### src/rtl/pin_change_pkg.sv
package pin_change_pkg;
  typedef struct packed {
    logic takeSample;  // a slow sample is taken this cycle
    logic primeRef;    // first sample after reset: load reference only
    logic clearFlags;  // status byte is being read
  } chgCtrl_t;
endpackage

### src/rtl/pcm_sync.sv
module pcm_sync #(
  parameter int STAGES = 2
) (
  input  logic clk,
  input  logic rst_n,
  input  logic asyncIn,
  output logic syncOut
);
  logic [STAGES-1:0] chain;

  always_ff @(posedge clk or negedge rst_n) begin
    if (!rst_n) chain <= '0;
    else        chain <= {chain[STAGES-2:0], asyncIn};
  end

  assign syncOut = chain[STAGES-1];
endmodule

### src/rtl/pcm_ctrl.sv
module pcm_ctrl
  import pin_change_pkg::*;
(
  input  logic     clk,
  input  logic     rst_n,
  input  logic     sampleTick,
  input  logic     statusRead,
  output chgCtrl_t strobes
);
  logic primed;

  always_ff @(posedge clk or negedge rst_n) begin
    if (!rst_n)          primed <= 1'b0;
    else if (sampleTick) primed <= 1'b1;
  end

  always_comb begin
    strobes.takeSample = sampleTick;
    strobes.primeRef   = sampleTick & ~primed;
    strobes.clearFlags = statusRead;
  end
endmodule

### src/rtl/pcm_datapath.sv
module pcm_datapath
  import pin_change_pkg::*;
#(
  parameter int NUM_PINS    = 4,
  parameter int SYNC_STAGES = 2
) (
  input  logic                clk,
  input  logic                rst_n,
  input  logic [NUM_PINS-1:0] pinIn,
  input  chgCtrl_t            strobes,
  input  logic [NUM_PINS-1:0] chgEnable,
  output logic [NUM_PINS-1:0] flags,
  output logic [NUM_PINS-1:0] pinLevel,
  output logic                summary
);
  logic [NUM_PINS-1:0] prevSample;
  logic [NUM_PINS-1:0] refLevel;
  logic [NUM_PINS-1:0] confirm;

  for (genvar i = 0; i < NUM_PINS; i++) begin : g_sync
    pcm_sync #(.STAGES(SYNC_STAGES)) sync_i (
      .clk    (clk),
      .rst_n  (rst_n),
      .asyncIn(pinIn[i]),
      .syncOut(pinLevel[i])
    );
  end

  // Two agreeing samples that both differ from the accepted level
  always_comb begin
    if (strobes.takeSample && !strobes.primeRef)
      confirm = ~(pinLevel ^ prevSample) & (pinLevel ^ refLevel);
    else
      confirm = '0;
  end

  always_ff @(posedge clk or negedge rst_n) begin
    if (!rst_n) begin
      prevSample <= '0;
      refLevel   <= '0;
      flags      <= '0;
    end else begin
      if (strobes.takeSample) begin
        prevSample <= pinLevel;
        refLevel   <= strobes.primeRef ? pinLevel : (refLevel ^ confirm);
      end
      flags <= (strobes.clearFlags ? '0 : flags) | confirm;
    end
  end

  assign summary = |(flags & chgEnable);
endmodule

### src/rtl/pin_change_monitor.sv
module pin_change_monitor
  import pin_change_pkg::*;
#(
  parameter int NUM_PINS    = 4,
  parameter int SYNC_STAGES = 2,
  localparam int STATUS_W   = 2 * NUM_PINS
) (
  input  logic                clk,
  input  logic                rst_n,
  input  logic [NUM_PINS-1:0] pinIn,
  input  logic                sampleTick,
  input  logic                statusRead,
  input  logic [NUM_PINS-1:0] chgEnable,
  input  logic                irqMask,
  output logic [STATUS_W-1:0] statusByte,
  output logic                changeSummary,
  output logic                irqOut
);
  chgCtrl_t            strobes;
  logic [NUM_PINS-1:0] flags;
  logic [NUM_PINS-1:0] pinLevel;

  pcm_ctrl ctrl_i (
    .clk       (clk),
    .rst_n     (rst_n),
    .sampleTick(sampleTick),
    .statusRead(statusRead),
    .strobes   (strobes)
  );

  pcm_datapath #(.NUM_PINS(NUM_PINS), .SYNC_STAGES(SYNC_STAGES)) dp_i (
    .clk      (clk),
    .rst_n    (rst_n),
    .pinIn    (pinIn),
    .strobes  (strobes),
    .chgEnable(chgEnable),
    .flags    (flags),
    .pinLevel (pinLevel),
    .summary  (changeSummary)
  );

  assign statusByte = {flags, pinLevel};
  assign irqOut     = changeSummary & irqMask;
endmodule

### config.mk
export PLATFORM = sky130hd
export DESIGN_NAME = pin_change_monitor
export DESIGN_NICKNAME = d
export VERILOG_FILES = /design/src/rtl/pin_change_pkg.sv /design/src/rtl/pcm_sync.sv /design/src/rtl/pcm_ctrl.sv /design/src/rtl/pcm_datapath.sv /design/src/rtl/pin_change_monitor.sv
export SDC_FILE = /design/constraint.sdc
export NUM_CORES = 1
export LEC_CHECK = 0
export ABC_AREA = 0
export BUFFER_PORTS_ARGS = -buffer_cell sky130_fd_sc_hd__buf_2
export CORE_MARGIN = 5
export CORE_UTILIZATION = 35
export DETAILED_ROUTE_END_ITERATION = 16
export PLACE_DENSITY = 0.67
export SETUP_SLACK_MARGIN = 0.15
export SLEW_MARGIN = 5
export SYNTH_ARGS = -nofsm -noshare
export SYNTH_HDL_FRONTEND = slang
export SYNTH_SLANG_ARGS = --single-unit
### constraint.sdc
create_clock -name clk -period 1.3 [get_ports clk]
set_input_delay 0.13 -clock clk [delete_from_list [all_inputs] [get_ports clk]]
set_output_delay 0.13 -clock clk [all_outputs]
set_load 0.01 [all_outputs]
Word level (Yosys, flattened, before mapping)
Cells that the tools add are included.
- bitwise operators: 10
- multiplexer cells: 3
- reductions and logical operators: 3
- operator list (kind ; count):
    $mux W4 ; 3
    $xor A4 B4 Y4 ; 3
    $and A4 B4 Y4 ; 2
    $not A4 Y4 ; 1
    $or A4 B4 Y4 ; 1
    $reduce_or A4 Y1 ; 1
    $and A1 B1 Y1 ; 2
    $logic_and A1 B1 Y1 ; 1
    $logic_not A1 Y1 ; 1
    $not A1 Y1 ; 1
- bits of input ports: 13
- output and inout port bits: 10
- register bits after elaboration: 21
- word-level logic and storage cells: 24

Logic depth before layout (Yosys ltp)
Gate-level depths: netlist of run 1.
- word-level depth: 7
- gate-level depth with buffers: 3
- mapped depth without buffers: 3

Cells and area by module
From an unflattened synthesis of run 1, not the netlist that was laid out.
- cell total of the unflattened synthesis: 79
- area, all modules: 852.1 um2
- modules (own cells, without submodules) (module ; sequential area each (um2) ; area an instance (um2) ; times used ; cells each):
    pcm_datapath ; 300.3 ; 593.1 ; 1 ; 65
    pcm_sync ; 50.0 ; 50.0 ; 4 ; 2
    pcm_ctrl ; 25.0 ; 52.6 ; 1 ; 5
    pin_change_monitor ; 0.0 ; 6.3 ; 1 ; 1

Worst setup path before layout of run 1
No wires, ideal clock.
- kind: register to output
- from: register dp_i.flags[0]
- to: output port irqOut
- data required time: 1.170 ns
- data arrival time: 0.893 ns
- cell stages (with the launch flop): 4
- buffers on the path: 0
- setup slack: 0.277 ns
- path through: dfrtp_1 -> a22oi_1 -> nand2_1 -> and2_1
- word-level cells in the longest chain between the ends: 3
- RTL lines (item ; RTL line ; text):
    start, declared ; pcm_datapath.sv:12 ; output logic [NUM_PINS-1:0] flags,
    start signal, assigned ; pcm_datapath.sv:47 ; flags <= (strobes.clearFlags ? '0 : flags) | confirm;
    $and A4 B4 Y4 ; pcm_datapath.sv:51 ; assign summary = |(flags & chgEnable);
    $reduce_or A4 Y1 ; pcm_datapath.sv:51 ;
    net changeSummary ; pin_change_monitor.sv:16 ; output logic changeSummary,
    $and A1 B1 Y1 ; pin_change_monitor.sv:43 ; assign irqOut = changeSummary & irqMask;
    end, declared ; pin_change_monitor.sv:17 ; output logic irqOut
The timed path passes the listed nets, and every way through them passes these cells.

Final worst setup path of run 1
- from: register dp_i.flags[0]
- to: output port irqOut
- word-level cells in the longest chain between the ends: 3
- RTL lines (item ; RTL line):
    $and A4 B4 Y4 ; pcm_datapath.sv:51
    $reduce_or A4 Y1 ; pcm_datapath.sv:51
    $and A1 B1 Y1 ; pin_change_monitor.sv:43
Every way passes these cells.

==> results.md, run 1 <==
* Outcome: complete, but fails checks
* Violated checks: setup timing
* Area Overhead vs Synth at 26.37%
* Asr flop ratio synth at 100.0%
* Prevailing post-synth register cell: dfrtp_1
* Setup slack after layout at -0.07400 ns
* Xor and xnor fraction of the mapped netlist area at 0%
* Syn Area/Cell at 11.39 um2
* Initial Utilization at 36.77%
* Fmax achieved at 727.8 MHz
* Most frequent cell after synthesis: dfrtp_1
* CP endpoint kind: output port
* Clock buffer depth at 2
* GR Layer Usage met3 at 2.725%
* R2r setup slk at 0.24 ns
* Number of fill cells at 233
* CP Launch Type: register
* Met1 global-route usage at 12.60%
* Via count at between 600 and 700
* Crit-path max cell delay at 0.40 ns
* Sw Pwr at between 300 and 400 uW
* First DRT Iteration DRCs at 8
* RSZ-0062 raised after global routing: true
* Yosys reg bits at 21
* Initial antenna violation count at 0
* Compound-Gate Fraction of Synth Area at 12.91%
* Layout cells sized above 1 at about two fifths
* Clk slew on worst S/H paths at roughly 0.1 ns
* Critical path type: register to output port
* Cell count after synthesis at 80
* Layout Skew at 0.001453 ns
* Clock root buffer: clkbuf_4
* Sequential fraction of the synthesis area at 57.69%
* CP max-delay cell: dfrtp_1
* Post-synth EDFFs at 0
* Clock Power Share at 22.1%
* GRT overflow at 0
* Drt drc at 0
* Max cap viols at 0
* First-pass GRT wire length at 2.891 mm
* Post-synthesis adder-cell area fraction at 0%
* P_int at 977.5 uW
* GP Congestion at around 0.72
* CTS Buf Count at 3
* Setup TNS Final at -0.07400 ns
* Via/cell ratio at 4.915
* Yosys cell types at 19
* Nets at 125
* Syn_nets at 93
* Largest family of logic cells by synthesized area: simple AND/OR/NAND/NOR gates
* Mux contribution to synthesized area at 4.945%
* Final setup vio count at 1
* Synth area leaders: dfrtp_1 58%, a21oi_1 5.5%, mux2_2 4.9%
* Die area at 3723 um2
* Period minus WS final at about 1.4 ns
* Ports at 23
* Max Slew Vio Count at 0
* Peak VDD IR at 0.0006446 V
* Worst-path maximum fanout at 2
* Synth Cell Area at 910.9 um2
* Cell-by-cell trace of the critical path: a22oi_2, nand2_1, and2_1, buf_2
* Most crowded layer after global routing: met2
* Core box area at 2477 um2
* CTS tree: built
* Measured slew at the worst slew-check pin at 0.4499 ns
* Simple-Gate Fraction of Synth Area at 18.68%
* CP bufs+invs at 1
* Final Hold Viols at 0
* Slew headroom at approximately 70%
* CTS HTree Levels at 1
* Switching share of power at 26.30%
* Final ANT Viol Nets at 0
* Logic pwr share at 20.5%
* Drt pass-1 iters at 3
* Area leader, netlist: dfrtp_1
* N_diodes at 0
* GRT Total Usage at 10.53%
* PD cells at 1152 nW/um2
* Reg power frac at 57.4%
* Area share of the largest cell type after synthesis at 57.69%
* Row count at 18
* WP data arrival at 1.24 ns
* Share of the clock period used by the worst path after layout at 105.7%
* Largest net degree at the start of global routing at 22
* Met2 usage in global routing at 17.86%
* Hold WC Path Type: input port to register
* Post-place setup slack at 0.2321 ns
* Most frequent cells after synthesis: 21 x dfrtp_1, 10 x a21oi_1, 8 x nor2_1
* Worst-skew pair later-pin latency at 0.29 ns
* # port buffers at 22
* Final HPWL DP at 1.252 mm
* Vias in the first global route at 669
* Post-DR wirelength/cell at around 12 um
* Die Wd at approximately 60 um
* Final Non-Filler Cells at ~140
* Worst path required time at 1.17 ns
* Clk sinks at 21
* DP Cell Count at 127
* Synth Warn # at 0
* Leakage at 0.5637 nW
* Crit-path leading delay family: flip-flops
* Chip height at ~61 um
* Final wirelength at 1.737 mm
path summary, 6_finish.rpt:
| path | to | cells after the start | from |
|---|---|---|---|
| max in group asynchronous | dp_i.prevSample[0] | 2 | rst_n |
| worst min register to register | dp_i.g_sync[2].sync_i.chain[1] | 0 | dp_i.g_sync[2].sync_i.chain[0] |
| worst min-delay path | dp_i.flags[2] | 2 | statusRead |
| worst max-delay path | irqOut | 4 | dp_i.flags[0] |
| worst max register to register | dp_i.refLevel[0] | 3 | ctrl_i.primed |
| min in group asynchronous | dp_i.g_sync[3].sync_i.chain[0] | 2 | rst_n |
cell usage in the layout, fill, tap and decap left out, types with 4 or more instances in the layout:
cell,count
and3b_1,4
buf_2,21
a21oi_1,10
or2b_1,6
mux2_2,4
inv_1,4
nor2_1,8
dfrtp_1,21
buf_4,5
dlygate4sd3_1,5
o22ai_1,4
layer usage:
layer  up-vias  share of wire [%]
met5         -                  0
met4         0                2.0
met3         4                8.1
met2        22                 48
met1       335                 41
li1        332                  -
cell families after synthesis:
logic type             after synthesis
buffers and inverters                9
DFF                                 21
and+or+nand+nor                     27
muxes                                4
AOI/OAI and AO/OA                   19
power groups by stage:
stage               Sequential [mW]  Clock (mW)  Combinational [mW]
floorplan                     0.771           0               0.137
global placement              0.769           0               0.211
detailed placement            0.775           0               0.220
CTS                           0.757       0.314               0.259
global route                  0.773       0.344               0.302
finish                        0.761       0.293               0.272
worst reg2reg max path, cell delays in order, from the launching register on:
cell     delay [ns]
dfrtp_1        0.47
or2b_1         0.27
a21oi_2        0.16
nor3_2         0.06
stage by stage:
stage,hold slack (ns),utilization (%),cell area [um2],power [mW]
after floorplan,-0.1656,-,910.9,0.9075
after global placement,0.1091,41.21,1021,0.9791
after detailed placement,0.1090,41.21,1021,0.9944
after CTS,0.04631,45.51,1127,1.330
after global routing,0.04172,46.46,1151,1.419
final,0.05694,46.46,1151,1.326
timing repair:
item / in CTS / in global routing
resized for setup: 0 / 3
hold endpoints to repair: 25 / 0
pin swaps: 2 / 1
hold buffers: 5 / 0
cloned: 0 / 0
endpoints found under the setup margin: 2 / 2
setup buffers: 4 / 1
layout make-up:
class	instances	area [um2]	share of cell area, %
clock buffers	4	26.28	2.283
inverters	4	15.01	1.304
multi-input cells	50	342.8	29.78
flip-flops and latches	21	525.5	45.65
well taps	30	37.54	3.261
repair buffers	32	203.9	17.72
flip-flops by register name, summed over array words and instances (netlist names):
name and flops:
dp_i.flags 4, dp_i.refLevel 4, dp_i.g_sync.sync_i.chain 8, dp_i.prevSample 4
ctrl_i.primed 1
Note: power is estimated with default switching activity, not from simulation.
==> inputs of run 2 (changes only) <==
--- a/config.mk
+++ b/config.mk
@@ -10,7 +10,8 @@
 export CORE_MARGIN = 5
 export CORE_UTILIZATION = 35
 export DETAILED_ROUTE_END_ITERATION = 16
-export PLACE_DENSITY = 0.67
+export PLACE_DENSITY = 0.69
+export RECOVER_POWER = 25
 export SETUP_SLACK_MARGIN = 0.15
 export SLEW_MARGIN = 5
 export SYNTH_ARGS = -nofsm -noshare
==> constraint.sdc (replaced) <==
create_clock -name clk -period 1.2 [get_ports clk]
set_input_delay 0.12 -clock clk [delete_from_list [all_inputs] [get_ports clk]]
set_output_delay 0.12 -clock clk [all_outputs]
set_load 0.01 [all_outputs]
==> run 2 against run 1 <==
The run still ends with setup timing left. Final area increased by 0.65%. Die area unchanged. Combinational power increased by 5%. Register-to-register slack got worse by 0.05 ns. Via count decreased by 3.8%. Critical endpoint unchanged.
==> results.md, run 2 (synthesis gave the netlist of run 1 again) <==
* Outcome: complete, but fails checks
* Violated checks: setup timing
* Ports at 23
* Die Wd at 61.02 um
* Max reg flops at 8
* Worst path required time at between 1 and 1.5 ns
* Clock Power Share at a little under a quarter
* Final Non-Filler Cells at about 140
* Clock root buffer: clkbuf_4
* GP Congestion at 0.7746
* Sw Pwr at ~380 uW
* Wire length on met2 at roughly 780 um
* Core box area at 2477 um2
* GRT overflow at 0
* CTS tree: built
* N_diodes at 0
* Highest routing layer actually used: met4
* Post-DR wirelength/cell at 11.40 um
* # port buffers at 22
* Fmax achieved at 748.2 MHz
* Chip height at 61.02 um
* Row count at 18
* Share of the clock period used by the worst path after layout at 111.4%
* Clk sinks at 21
* Most frequent cells in the layout: 19 x dfrtp_1, 19 x buf_2, 9 x a21oi_1
* Largest net degree at the start of global routing at 22
* Drt pass-1 iters at 2
* Slew headroom at 66.95%
* WL met3 at 144 um
* Hold_ws at 0.05106 ns
* Area Overhead vs Synth at 27.20%
* Final HPWL DP at 1.187 mm
* Clk slew on worst S/H paths at 0.11 ns
* Setup slack after layout at -0.1365 ns
* Max Slew Vio Count at 0
* Setup TNS Final at -0.1568 ns
* DP Cell Count at 127
* Hold WC Path Type: input port to register
* First-pass GRT wire length at 2.601 mm
* Initial antenna violation count at 0
* Switching share of power at 26.55%
* Reg2reg start: dp_i.refLevel[0]
* Layout cells sized above 1 at approximately two fifths
* Via count at approximately 670
* Reg2Reg Depth at 3
* CTS Buf Count at 3
* Drt drc at 0
* Worst-path maximum fanout at 2
* WP data arrival at 1.22 ns
* Final wirelength at between 1.5 and 2 mm
* Die area at 3723 um2
* Measured slew at the worst slew-check pin at between 0.4 and 0.5 ns
* Worst-skew pair later-pin latency at 0.29 ns
* CTS HTree Levels at 1
* Final ANT Viol Nets at 0
* Period minus WS final at 1.337 ns
* Final setup vio count at 2
* Hold Path Sink: dp_i.flags[2]
* Initial Utilization at a little under two fifths
* Layout Skew at between 0.001 and 0.0015 ns
* Nets at 125
* Post-DP Area at 1021 um2
* Pwr Total at 1.433 mW
* Critical path type: register to output port
* CP Launch Type: register
* Vias in the first global route at approximately 640
* First DRT Iteration DRCs at 9
* Reg power frac at 57.6%
* Post-Layout Inst Area at roughly 1200 um2
* Via/cell ratio at 4.730
* Max cap viols at 0
* Clock buffer depth at 2
* Top reg by flops: dp_i.g_sync.sync_i.chain
* Peak VDD IR at between 0.0008 and 0.0009 V
* CP endpoint kind: output port
* Min-Delay Startpoint: statusRead
* P_int at 1.052 mW
* Logic pwr share at 19.9%
* Number of fill cells at 248
* GRT Total Usage at 9.534%
* Worst hold path stage count at 2
* PD cells at 1236 nW/um2
* Leakage at 0.5662 nW
* Met1 Wirelength at 669 um
* Worst R2R End: dp_i.refLevel[0]
* R2r setup slk at 0.19 ns
* RSZ-0062 raised after global routing: true
* Final Hold Viols at 0
[run 2: what timing repair did]
item / 4_1_cts / 5_1_grt
setup endpoints to repair: 2 / 11
setup buffers: 1 / 4
hold buffers: 5 / 0
endpoints found under the hold margin: 25 / 0
gates resized for setup: 2 / 4
pin swaps: 2 / 1
[run 2: worst max path at each step]
stage,cells after the start,slack [ns],start,endpoint
CTS,4,-0.18,dp_i.flags[2],irqOut
global route,4,-0.23,dp_i.flags[1],irqOut
detailed placement,4,0.16,dp_i.flags[1],irqOut
floorplan,3,0.19,dp_i.flags[0],irqOut
finish,4,-0.14,dp_i.flags[2],irqOut
global placement,4,0.19,dp_i.flags[0],irqOut
[run 2: critical path, stage by stage (launching register included)]
cell and delay, ns:
dfrtp_1 0.41, a22oi_1 0.17, nand2_1 0.08, and2_1 0.13, buf_2 0.13
[run 2: routing by layer]
layer | global-route usage, % | vias up
li1 | - | 332
met2 | 16.34 | 21
met5 | 0 | -
met3 | 2.516 | 2
met4 | 4.644 | 0
met1 | 11.05 | 312
[run 2: power by group through the flow]
| stage | logic [mW] | registers, mW | clock network (mW) |
|---|---|---|---|
| final | 0.285 | 0.824 | 0.323 |
| after global routing | 0.316 | 0.837 | 0.379 |
| after CTS | 0.263 | 0.826 | 0.347 |
| after detailed placement | 0.234 | 0.841 | 0 |
| after global placement | 0.228 | 0.835 | 0 |
| after floorplan | 0.148 | 0.835 | 0 |
[run 2: final cells by class]
cell class	count	area (um2)	area share, %
clock buffer	3	22.52	1.944
clock inverter	1	5.005	0.4320
inverter	4	15.01	1.296
multi-input combinational	50	336.6	29.05
sequential	21	528.0	45.57
tap	30	37.54	3.240
timing repair buffer	32	214.0	18.47
[run 2: stage by stage]
| step | util [%] | setup slack [ns] |
|---|---|---|
| after global placement | 41.21 | 0.1915 |
| final | 46.77 | -0.1365 |
| after global routing | 46.77 | -0.2293 |
| after detailed placement | 41.21 | 0.1557 |
| after CTS | 45.05 | -0.1799 |
| after floorplan | - | 0.1867 |
